$ cat src/rtl/clksrc_pkg.sv
package clksrc_pkg;

    localparam int NSRC = 5;

    // source indices (bit positions in enable/tick/stable vectors)
    localparam int IX_HXT = 0;
    localparam int IX_LXT = 1;
    localparam int IX_PLL = 2;
    localparam int IX_LRC = 3;
    localparam int IX_HRC = 4;

    // select codes
    localparam logic [2:0] SEL_HXT = 3'b000;
    localparam logic [2:0] SEL_LXT = 3'b001;
    localparam logic [2:0] SEL_PLL = 3'b010;
    localparam logic [2:0] SEL_LRC = 3'b011;
    localparam logic [2:0] SEL_HRC = 3'b111;

    typedef enum logic [1:0] {
        SW_IDLE,
        SW_EVAL,
        SW_TAKE,
        SW_REFUSE
    } sw_state_t;

    typedef struct packed {
        logic       ok;
        logic [2:0] idx;
    } sel_dec_t;

    function automatic sel_dec_t decode_sel(input logic [2:0] code);
        sel_dec_t d;
        d = '{ok: 1'b1, idx: 3'd0};
        case (code)
            SEL_HXT: d.idx = 3'(IX_HXT);
            SEL_LXT: d.idx = 3'(IX_LXT);
            SEL_PLL: d.idx = 3'(IX_PLL);
            SEL_LRC: d.idx = 3'(IX_LRC);
            SEL_HRC: d.idx = 3'(IX_HRC);
            default: d.ok  = 1'b0;
        endcase
        return d;
    endfunction

    function automatic int hrc_limit(input logic [1:0] field);
        case (field)
            2'b00:   return 512;
            2'b01:   return 1024;
            2'b10:   return 2048;
            default: return 256;
        endcase
    endfunction

    function automatic int pll_limit(input logic long_sel);
        return long_sel ? 16128 : 6144;
    endfunction

endpackage

$ cat src/rtl/clksrc_stab_cnt.sv
module clksrc_stab_cnt #(
    parameter int CNT_W = 15
) (
    input  logic             clk,
    input  logic             rst_n,
    input  logic             en,
    input  logic             tick,
    input  logic [CNT_W-1:0] limit,
    output logic             stable
);

    logic [CNT_W-1:0] cnt;
    logic             done;
    logic [CNT_W:0]   cnt_inc;

    assign cnt_inc = {1'b0, cnt} + 1'b1;

    always_ff @(posedge clk) begin
        if (!rst_n) begin
            cnt  <= '0;
            done <= 1'b0;
        end else if (!en) begin
            // disabled: forget progress so the next enable restarts
            cnt  <= '0;
            done <= 1'b0;
        end else if (!done && tick) begin
            cnt <= cnt_inc[CNT_W-1:0];
            if (cnt_inc >= {1'b0, limit}) begin
                done <= 1'b1;
            end
        end
    end

    assign stable = done & en;

endmodule

$ cat src/rtl/clksrc_sw_fsm.sv
module clksrc_sw_fsm
    import clksrc_pkg::*;
#(
    parameter logic [2:0] BOOT_SEL = SEL_HRC
) (
    input  logic            clk,
    input  logic            rst_n,
    input  logic            req_valid,
    input  logic [2:0]      req_sel,
    input  logic [NSRC-1:0] stable,
    input  logic            fail_clr,
    output logic [2:0]      active_sel,
    output logic            fail_flag
);

    sw_state_t  st, st_nx;
    logic [2:0] tgt_sel;
    sel_dec_t   dec;
    logic       tgt_ready;

    assign dec       = decode_sel(tgt_sel);
    assign tgt_ready = dec.ok && stable[dec.idx];

    // state register
    always_ff @(posedge clk) begin
        if (!rst_n) begin
            st <= SW_IDLE;
        end else begin
            st <= st_nx;
        end
    end

    // transitions
    always_comb begin
        st_nx = st;
        unique case (st)
            SW_IDLE:   if (req_valid) st_nx = SW_EVAL;
            SW_EVAL:   st_nx = tgt_ready ? SW_TAKE : SW_REFUSE;
            SW_TAKE:   st_nx = SW_IDLE;
            SW_REFUSE: st_nx = SW_IDLE;
        endcase
    end

    // outputs
    always_ff @(posedge clk) begin
        if (!rst_n) begin
            active_sel <= BOOT_SEL;
            fail_flag  <= 1'b0;
            tgt_sel    <= '0;
        end else begin
            unique case (st)
                SW_IDLE: begin
                    if (req_valid) tgt_sel <= req_sel;
                    if (fail_clr)  fail_flag <= 1'b0;
                end
                SW_EVAL: begin
                    if (fail_clr) fail_flag <= 1'b0;
                end
                SW_TAKE: begin
                    active_sel <= tgt_sel;
                    fail_flag  <= 1'b0;
                end
                SW_REFUSE: begin
                    fail_flag <= 1'b1;   // set beats clear
                end
            endcase
        end
    end

endmodule

$ cat src/rtl/clksrc_switch.sv
module clksrc_switch
    import clksrc_pkg::*;
#(
    parameter int         CNT_W    = 15,
    parameter int         XTAL_CNT = 4096,
    parameter int         LRC_CNT  = 128,
    parameter logic [2:0] BOOT_SEL = SEL_HRC
) (
    input  logic       clk,
    input  logic       rst_n,
    input  logic [4:0] src_en,
    input  logic [4:0] src_tick,
    input  logic [2:0] req_sel,
    input  logic       req_valid,
    input  logic [1:0] hrc_cnt_sel,
    input  logic       pll_cnt_sel,
    input  logic       fail_clr,
    output logic [2:0] active_sel,
    output logic [4:0] src_stable,
    output logic       fail_flag
);

    logic [CNT_W-1:0] lim [NSRC];

    always_comb begin
        lim[IX_HXT] = CNT_W'(XTAL_CNT);
        lim[IX_LXT] = CNT_W'(XTAL_CNT);
        lim[IX_PLL] = CNT_W'(pll_limit(pll_cnt_sel));
        lim[IX_LRC] = CNT_W'(LRC_CNT);
        lim[IX_HRC] = CNT_W'(hrc_limit(hrc_cnt_sel));
    end

    for (genvar i = 0; i < NSRC; i++) begin : g_stab
        clksrc_stab_cnt #(.CNT_W(CNT_W)) u_cnt (
            .clk    (clk),
            .rst_n  (rst_n),
            .en     (src_en[i]),
            .tick   (src_tick[i]),
            .limit  (lim[i]),
            .stable (src_stable[i])
        );
    end

    clksrc_sw_fsm #(.BOOT_SEL(BOOT_SEL)) u_fsm (
        .clk        (clk),
        .rst_n      (rst_n),
        .req_valid  (req_valid),
        .req_sel    (req_sel),
        .stable     (src_stable),
        .fail_clr   (fail_clr),
        .active_sel (active_sel),
        .fail_flag  (fail_flag)
    );

endmodule

$ cat config.mk
export PLATFORM = sky130hd
export DESIGN_NAME = clksrc_switch
export DESIGN_NICKNAME = d
export VERILOG_FILES = /design/src/rtl/clksrc_pkg.sv /design/src/rtl/clksrc_stab_cnt.sv /design/src/rtl/clksrc_sw_fsm.sv /design/src/rtl/clksrc_switch.sv
export SDC_FILE = /design/constraint.sdc
export NUM_CORES = 1
export LEC_CHECK = 0
export ABC_AREA = 0
export BUFFER_PORTS_ARGS = -buffer_cell sky130_fd_sc_hd__buf_2
export CAP_MARGIN = 10
export CORE_ASPECT_RATIO = 0.75
export CORE_MARGIN = 3
export CORE_UTILIZATION = 49
export DETAILED_ROUTE_END_ITERATION = 10
export PLACE_DENSITY = 0.69
export SYNTH_ARGS = -nofsm -noshare
export SYNTH_HDL_FRONTEND = slang
export SYNTH_SLANG_ARGS = --single-unit
$ cat constraint.sdc
create_clock -name clk -period 2.2 [get_ports clk]
set_clock_uncertainty 0.1 [all_clocks]
set_input_delay 0 -clock clk [delete_from_list [all_inputs] [get_ports clk]]
set_output_delay 0 -clock clk [all_outputs]
set_load 0.01 [all_outputs]
==> results of run 1 <==
[power groups by stage]
stage / Clock [mW] / Combinational [mW] / Sequential [mW]
3_5_place_dp: 0 / 0.151 / 1.69
4_1_cts: 1.81 / 0.176 / 1.65
6_report: 1.77 / 0.181 / 1.65
3_3_place_gp: 0 / 0.147 / 1.69
2_1_floorplan: 0 / 0.0963 / 1.68
5_1_grt: 1.88 / 0.199 / 1.65
[per-layer routing]
layer / part of all wire, % / vias up / GRT usage, %
met5: 0 / - / 0
met4: 1.6 / 0 / 5.689
met3: 2.5 / 12 / 4.446
met2: 48 / 45 / 30.31
met1: 48 / 1891 / 24.92
li1: - / 2070 / -
[state kept, by name, indices dropped and copies added, names as in the netlist]
register and flops:
g_stab.u_cnt.cnt 75, u_fsm.st 2, u_fsm.fail_flag 1, u_fsm.active_sel 3, u_fsm.tgt_sel 3, g_stab.u_cnt.done 5
[worst reg2reg max path: stages (launching register included)]
cell and delay (ns):
dfxtp_2 0.33, and4_4 0.24, and3_4 0.19, nand4_1 0.10, xnor2_1 0.20, ha_1 0.26, and3_1 0.15, nand3_1 0.06
a21oi_1 0.05, a221oi_2 0.25, a211o_1 0.13, nand3_1 0.05
[layout make-up]
cell class,instances,area [sq um]
Timing Repair Buffer,89,638.1
Inverter,6,22.52
Clock inverter,7,125.1
Clock buffer,9,225.2
Fill cell,767,3344
Multi-Input combinational cell,436,2874
Sequential cell,89,1807
Tap cell,128,160.2
[metrics by stage]
| stage | std cells | utilization (%) | setup WS [ns] |
|---|---|---|---|
| after detailed placement | 722 | 55.82 | -0.1660 |
| final | 764 | 63.63 | -0.02440 |
| after floorplan | 558 | - | -0.01319 |
| after global routing | 764 | 63.63 | -0.1579 |
| after global placement | 722 | 55.82 | -0.05923 |
| after CTS | 758 | 62.29 | -0.04151 |
[logic make-up (layout without fill, tap and decap cells)]
family | after synthesis | count (layout)
and+or+nand+nor | 280 | 280
DFF | 89 | 89
xor gates and xnor gates | 77 | 77
AOI/OAI and AO/OA | 48 | 48
buffers and inverters | 33 | 111
adders and majority gates | 17 | 17
muxes | 14 | 14
[what timing repair did]
item | CTS | global route
resized for setup | 16 | 17
hold endpoints to repair | 14 | 0
setup endpoints to repair | 2 | 2
hold buffers | 16 | 0
buffers inserted | 4 | 6
pin swaps | 14 | 17
cloned | 0 | 0
[final timing paths]
kind	cells past startpoint	slack [ns]	endpoint	start
max	11	-0.02	g_stab[2].u_cnt.done	g_stab[2].u_cnt.cnt[2]
min	3	0.17	g_stab[1].u_cnt.cnt[14]	src_en[1]
max reg2reg	11	-0.02	g_stab[2].u_cnt.done	g_stab[2].u_cnt.cnt[2]
min reg2reg	2	0.40	g_stab[3].u_cnt.cnt[1]	g_stab[3].u_cnt.cnt[1]
[Yosys cell counts (13+ instances only)]
cell type  instances  area share, %
dfxtp_1           89             38
xnor2_1           27            5.0
xor2_1            50            9.3
nor3_1            14            1.5
nand4_1           23            3.1
ha_1              17            4.5
clkbuf_1          15            1.2
and3_1            13            1.7
a21oi_1           16            1.7
nand2_1           45            3.6
nand3_1           34            3.6
nor2_1            87            7.0
==> flow_summary.yaml, run 1 <==
die:
  start_util_pct: 50.98
  io_pins: 29
  die_w_um: 118.9
  die_y_um: 90.71
  rows: 30
  coreArea_sq_um: 9196
  dieArea_sq_um: 10790
placement:
  place.gp.congestion: 0.9304
  io_buffers: 28
  dp_hpwl_um: 7075
  placed_cell_area_sq_um: 5134
clocking:
  cts-root-buf: "clkbuf_16"
  htreeDepth: 3
  cts_sinks: 89
  clk_latency_ns: 0.33
  clkSlewWorstSetupHoldPaths_ns: 0.06
  tritoncts: "built"
  cts_inserted_buffers: 9
  clock_path_buffers: 2
yosys:
  synthFlopType: "dfxtp_1"
  synth_area_per_cell_sq_um: 8.402
  synth_fa_ha_area_share_pct: 4.537
  synth_top_family_by_area: "simple AND/OR/NAND/NOR gates"
  yosys.area_share.simple_pct: 29.92
  async_flop_share_pct: 0
  netlist_area_sq_um: 4688
  synth_edf_count: 0
  yosysUniqueCellTypes: 51
  yosys_warnings: 0
  ys_seq_elements: 89
  ys_seq_area_share_pct: 38.00
  synth_cells: 558
  synthMuxAreaShare_pct: 3.122
  synth-compound-area-share_pct: 6.619
  synth_nets: 595
  synth_xor_area_share_pct: 14.38
route:
  vias_per_cell: 5.259
  ant_nets: 0
  vias: 4018
  remaining_drc_errors: 0
  routedWlPerCell_um: 13.66
  first_iter_violations: 221
  drtPass1Iterations: 4
  wl_um: 10440
setup_path:
  worst_path_most_repeated_cell: "nand3_1"
  cp-start-kind: "flop"
  worstPathCellList: "and4_4 -> and3_4 -> nand4_1 -> xnor2_1 -> ha_1 -> and3_1 -> nand3_1 -> a21oi_1 -> a221oi_2 -> a211o_1 -> nand3_1"
  critPathArrivalTime_ns: 2.35
  path_delay_family: "simple AND/OR/NAND/NOR gates"
  path_max_fanout: 3
  worstSetupPathType: "reg -> reg"
  crit_path_end_kind: "flop"
  cp_slowest_cell: "dfxtp_2"
  worstPathRequired_ns: 2.32
  path_buf_inv: 0
  max_stage_delay_ns: 0.33
pwr:
  clkPwrFrac_pct: 49.2
  seqPwrFrac_pct: 45.7
  p_switching_mw: 0.7667
  peakVddDrop_mv: 0.3958
  swShare_pct: 21.31
  total_power_mw: 3.598
  p_per_area_nw_per_um2: 614.9
  intPower_mw: 2.832
  combinationalPowerShare_pct: 5.0
  p_leak_nw: 2.274
cells_and_area:
  antenna_cells_inserted: 0
  fin_area_sq_um: 5852
  drive_gt1_share_pct: 20.13
  final_common_cell: "nor2_1"
  layout_common_cells: "nor2_1, dfxtp_1, xor2_1"
  layout.nets: 668
  area_growth_pct: 24.82
global_route:
  grt_pass1_wl_um: 17020
  grt_max_degree: 18
  antenna_found_initial: 0
  grt_overflow: 0
  grt_pass1_vias: 3757
  track_usage_pct: 18.76
worst_hold_path:
  hp-class: "in -> reg"
sta:
  fin_setup_tns_ns: -0.02440
  hold_violations: 0
  rsz0062_at_grt: "yes"
  max_freq_ghz: 0.4496
  finalCriticalPeriod_ns: 2.224
  report.final.slew_viol_count: 0
  slew_headroom_pct: 60.47
  finalSetupViolCount: 1
  timing.hold.ws_ns: 0.1731
  worst_slew_pin_slew_ns: 0.5918
  setup_slack_ns: -0.02440
  post-route-period-util_pct: 101.1
flow_run:
  maxCapViolCount: 0
outcome:
  status: "finished, violations left"
  failed_checks: "negative setup slack"
Note: power is estimated with default switching activity, not from simulation.
==> inputs of run 2 (changes only) <==
CORE_ASPECT_RATIO = 1.75   (was 0.75)
PLACE_DENSITY = 0.67   (was 0.69)
clock period = 2.4 ns   (was 2.2 ns; I/O delays follow)
==> flow_summary.yaml, run 2 (synthesized netlist as in run 1, its figures left out) <==
outcome:
  status: "finished, final reports clean"
route:
  routed.top_layer: "met4"
  vias: 3971
  remaining_drc_errors: 0
  first_iter_violations: 137
  wl_met3_um: 319
  wl_um: 9898
  wl_met1_um: 4101
  ant_nets: 0
  routedWlPerCell_um: 13.50
  vias_per_cell: 5.417
  drtPass1Iterations: 5
  met2RoutedLength_um: 5348
die:
  io_pins: 29
  dieArea_sq_um: 10820
  rows: 46
  coreArea_sq_um: 9209
  die_y_um: 135.4
  start_util_pct: 50.91
  die_w_um: 79.94
cells_and_area:
  fin_area_sq_um: 5523
  final_common_cell: "nor2_1"
  largest_reg_flops: 75
  antenna_cells_inserted: 0
  registers.top_by_ff_count: "g_stab.u_cnt.cnt"
  top_regs: "g_stab.u_cnt.cnt: 75 flops, g_stab.u_cnt.done: 5 flops"
  drive_gt1_share_pct: 15.66
  final_util_pct: 59.97
  area_growth_pct: 17.80
  layout.nets: 645
  layout_common_cells: "nor2_1, dfxtp_1, xor2_1"
setup_path:
  cp-start-kind: "flop"
  path_max_fanout: 5
  worstPathRequired_ns: 2.49
  crit_path_end_kind: "flop"
  critPathArrivalTime_ns: 2.42
  worstSetupPathType: "reg -> reg"
sta:
  rsz0062_at_grt: "yes"
  fin_setup_tns_ns: 0
  hold_violations: 0
  report.final.slew_viol_count: 0
  slew_headroom_pct: 61.54
  max_freq_ghz: 0.4307
  finalSetupViolCount: 0
  finalCriticalPeriod_ns: 2.322
  setup_slack_ns: 0.07826
  worst_slew_pin_slew_ns: 0.5756
  post-route-period-util_pct: 96.74
global_route:
  grt_pass1_vias: 3804
  grt_overflow: 0
  grt_pass1_wl_um: 16430
  grt_max_degree: 18
  track_usage_pct: 18.82
  antenna_found_initial: 0
placement:
  placed_cell_area_sq_um: 4969
  io_buffers: 28
  place_ws_ns: -0.08491
  place.gp.congestion: 0.8241
  dp_hpwl_um: 6952
pwr:
  peakVddDrop_mv: 0.4786
  p_per_area_nw_per_um2: 540.6
  p_leak_nw: 2.113
  total_power_mw: 2.986
clocking:
  clk_latency_ns: 0.34
  cts-root-buf: "clkbuf_16"
  cts_sinks: 89
  clkSlewWorstSetupHoldPaths_ns: 0.06
  cts_inserted_buffers: 9
  htreeDepth: 3
  clock_path_buffers: 2
  tritoncts: "built"
flow_run:
  maxCapViolCount: 0
worst_hold_path:
  hp-class: "in -> reg"
-- run 2: cell count changes in the layout (fill, tap and decap cells not counted), sizes merged --
cell / delta
clkbuf: +3
clkinv: +1
clkinvlp: +1
buf: -23
bufinv: -3
inv: -2
-- run 2: final timing paths --
path,start,endpoint,slack (ns),cells past startpoint
min reg2reg,u_fsm.active_sel[2],u_fsm.active_sel[2],0.40,2
max reg2reg,g_stab[4].u_cnt.cnt[0],g_stab[4].u_cnt.done,0.08,11
min,pll_cnt_sel,g_stab[2].u_cnt.done,0.18,5
max,g_stab[4].u_cnt.cnt[0],g_stab[4].u_cnt.done,0.08,11
-- run 2: through the flow --
| step | instances | hold WS [ns] |
|---|---|---|
| 2_1_floorplan | 558 | 0.05442 |
| 3_3_place_gp | 696 | 0.1639 |
| 3_5_place_dp | 696 | 0.1781 |
| 4_1_cts | 728 | 0.1755 |
| 5_1_grt | 733 | 0.2297 |
| 6_report | 733 | 0.1783 |
-- run 2: per-layer routing --
layer  vias up  global-route usage [%]
met5         -                       0
met1      1869                   21.20
li1       2021                       -
met2        66                   34.46
met3        15                   3.795
met4         0                   6.391
-- run 2: power breakdown --
| group | internal, mW | total, mW | leakage [nW] | switching [mW] |
|---|---|---|---|---|
| Combinational | 0.0773 | 0.162 | 1.26 | 0.0847 |
| Clock | 0.756 | 1.31 | 0.131 | 0.555 |
| Sequential | 1.49 | 1.51 | 0.722 | 0.0187 |
-- run 2: critical path, cell delays in order, from the launching register on --
cell and delay, ns:
dfxtp_1 0.34, buf_4 0.14, nand2_1 0.07, nor2_2 0.14
nand3_2 0.16, nor2_2 0.14, xor2_1 0.19, ha_1 0.27
nand3_2 0.09, o22ai_1 0.08, a2111oi_2 0.33, a311oi_1 0.13
-- run 2: area by class of cell --
type,instances,area [sq um]
fill,859,3686
multi-input combinational,436,2811
sequential,89,1789
timing repair buffer,66,465.4
clock buffer,12,256.5
tap,120,150.1
clock inverter,4,27.53
inverter,6,22.52
-- run 2: repair_timing --
item | 4_1_cts | 5_1_grt
gates resized for setup | 8 | 15
buffers inserted | 0 | 5
hold buffers | 16 | 0
gates cloned | 0 | 0
endpoints found under the hold margin | 14 | 0
setup endpoints to repair | 2 | 2
pin swaps | 0 | 13
==> inputs of run 3 (changes only) <==
PLACE_DENSITY = 0.68   (was 0.67)
SYNTH_HIERARCHICAL = 1   (was unset)
TNS_END_PERCENT = 5   (was unset)
clock period = 2 ns   (was 2.4 ns; I/O delays follow)
==> flow_summary.yaml, run 3 <==
sta:
  post-route-period-util_pct: 118.7
  max_freq_ghz: 0.4212
  fin_setup_tns_ns: -1.743
  finalCriticalPeriod_ns: 2.374
  finalSetupViolCount: 5
  hold_violations: 0
  timing.hold.ws_ns: 0.01161
  rsz0062_at_grt: "yes"
  report.final.slew_viol_count: 0
  setup_slack_ns: -0.3743
route:
  wl_um: 15680
  remaining_drc_errors: 0
  routedWlPerCell_um: 12.29
  vias: 6230
  ant_nets: 0
  drtPass1Iterations: 4
  first_iter_violations: 135
  vias_per_cell: 4.882
placement:
  dp_hpwl_um: 11980
  placed_cell_area_sq_um: 8610
  io_buffers: 28
  place.gp.congestion: 0.8001
  dp.cells: 1230
  place_ws_ns: -0.5703
yosys:
  synth_cells: 837
  synthTopCellsByArea: "dfxtp_1, ha_1, xor2_1, xnor2_1, nor2_1"
  synth_edf_count: 0
  yosys_warnings: 6
  async_flop_share_pct: 0
  synth_area_per_cell_sq_um: 8.192
  ys_seq_elements: 89
  yosysMostFrequentCell: "nor2_1"
  yosysUniqueCellTypes: 42
  synth_top_area_share_pct: 25.99
  yosys.area.top_type: "dfxtp_1"
  ys_seq_area_share_pct: 25.99
  netlist_area_sq_um: 6857
  synth_commonest_cells: "nor2_1, dfxtp_1, xor2_1"
  synthFlopType: "dfxtp_1"
cells_and_area:
  fin_area_sq_um: 9477
  area_growth_pct: 38.21
  top_regs: "g_stab.u_cnt/cnt: 75 flops, g_stab.u_cnt/done: 5 flops"
  final_common_cell: "buf_4"
  instances_no_fill: 1276
  registers.top_by_ff_count: "g_stab.u_cnt/cnt"
  layout.nets: 1196
  drive_gt1_share_pct: 28.61
  final_util_pct: 70.08
  layout_common_cells: "buf_4, nor2_1, xor2_1"
  largest_reg_flops: 75
pwr:
  p_per_area_nw_per_um2: 432.5
  clkPwrFrac_pct: 46.3
  p_leak_nw: 4.481
  intPower_mw: 3.073
  swShare_pct: 25.02
  seqPwrFrac_pct: 44.1
  p_switching_mw: 1.025
  peakVddDrop_mv: 0.3393
  total_power_mw: 4.099
  combinationalPowerShare_pct: 9.6
worst_hold_path:
  hp-class: "in -> reg"
setup_path:
  path_max_fanout: 4
  cp-start-kind: "flop"
  worstPathRequired_ns: 2.14
  cp_slowest_cell: "dfxtp_4"
  crit_path_end_kind: "flop"
  path_delay_family: "compound AO/OA/AOI/OAI gates"
  worstPathCellList: "ha_4 -> nand3_4 -> buf_4 -> nor2_2 -> xor2_1 -> ha_1 -> and4_1 -> a221o_1 -> a21oi_2 -> o2bb2ai_1"
  path_buf_inv: 1
  worstSetupPathType: "reg -> reg"
  max_stage_delay_ns: 0.38
  critPathArrivalTime_ns: 2.51
die:
  dieArea_sq_um: 15500
  die_w_um: 95.42
  coreArea_sq_um: 13520
  die_y_um: 162.5
  rows: 56
  io_pins: 29
  start_util_pct: 50.70
global_route:
  grt_pass1_wl_um: 26970
  antenna_found_initial: 1
  grt_overflow: 0
  grt_pass1_vias: 6398
  track_usage_pct: 21.49
  grt_max_degree: 17
clocking:
  clk_latency_ns: 0.34
  clock_path_buffers: 2
  clkSlewWorstSetupHoldPaths_ns: 0.07
  cts-root-buf: "clkbuf_16"
  cts_inserted_buffers: 9
  cts_sinks: 89
  tritoncts: "built"
  htreeDepth: 3
outcome:
  status: "finished, violations left"
  failed_checks: "negative setup slack"
flow_run:
  maxCapViolCount: 0
==> run 3: tightest hold or removal path: cells and delay by family <==
| kind | cells | cell delay (ns) |
|---|---|---|
| simple gates | 3 | 0.26 |
| compound gates | 1 | 0.05 |
| buf+inv | 1 | 0.10 |
==> run 3: path summary, 6_finish.rpt <==
path              slack [ns]              endpoint                    from  depth (start not counted)
hold / removal          0.01  g_stab[2].u_cnt/done               src_en[2]                          5
hold reg to reg         0.39   u_fsm/active_sel[1]     u_fsm/active_sel[1]                          2
setup reg to reg       -0.37  g_stab[4].u_cnt/done  g_stab[4].u_cnt/cnt[1]                         10
setup / recovery       -0.37  g_stab[4].u_cnt/done  g_stab[4].u_cnt/cnt[1]                         10
==> run 3: layout make-up <==
class	count	area [sq um]
inverters	77	289.0
clock buffers	9	225.2
clock inverters	7	101.3
flip-flops and latches	89	1838
fillers	1090	4046
diodes	1	2.502
repair buffers	213	1577
well taps	174	217.7
multi-input cells	706	5226
==> run 3: cells by family (layout without fill, tap and decap cells) <==
logic type	count (synthesis)	count (layout)	share of synthesized area [%]
AOI/OAI and AO/OA	66	66	6.405
xor gates and xnor gates	135	135	17.24
adders and majority gates	80	80	14.60
buffers and inverters	107	306	6.168
DFF	89	89	25.99
muxes	12	12	1.825
other	2	68	0.1095
and+or+nand+nor	346	346	27.66
==> run 3: what timing repair did <==
| item | CTS | global route |
|---|---|---|
| hold endpoints to repair | 18 | 0 |
| pin swaps | 19 | 30 |
| endpoints found under the setup margin | 5 | 5 |
| hold buffers | 16 | 0 |
| gates resized for setup | 37 | 40 |
| setup buffers | 7 | 7 |
==> run 3: layer usage <==
metal	vias to the layer above	share of wire (%)	global-route usage, %
met1	2886	39	21.99
met4	0	2.0	7.189
met3	20	1.9	3.005
li1	3266	-	-
met2	58	57	42.71
met5	-	0	0
==> run 3: power by group through the flow <==
| stage | Combinational (mW) | Sequential (mW) | Clock [mW] |
|---|---|---|---|
| 4_1_cts | 0.384 | 1.81 | 1.92 |
| 6_report | 0.392 | 1.81 | 1.90 |
| 2_1_floorplan | 0.218 | 1.85 | 0 |
| 5_1_grt | 0.454 | 1.81 | 2.01 |
| 3_3_place_gp | 0.342 | 1.85 | 0 |
| 3_5_place_dp | 0.349 | 1.85 | 0 |
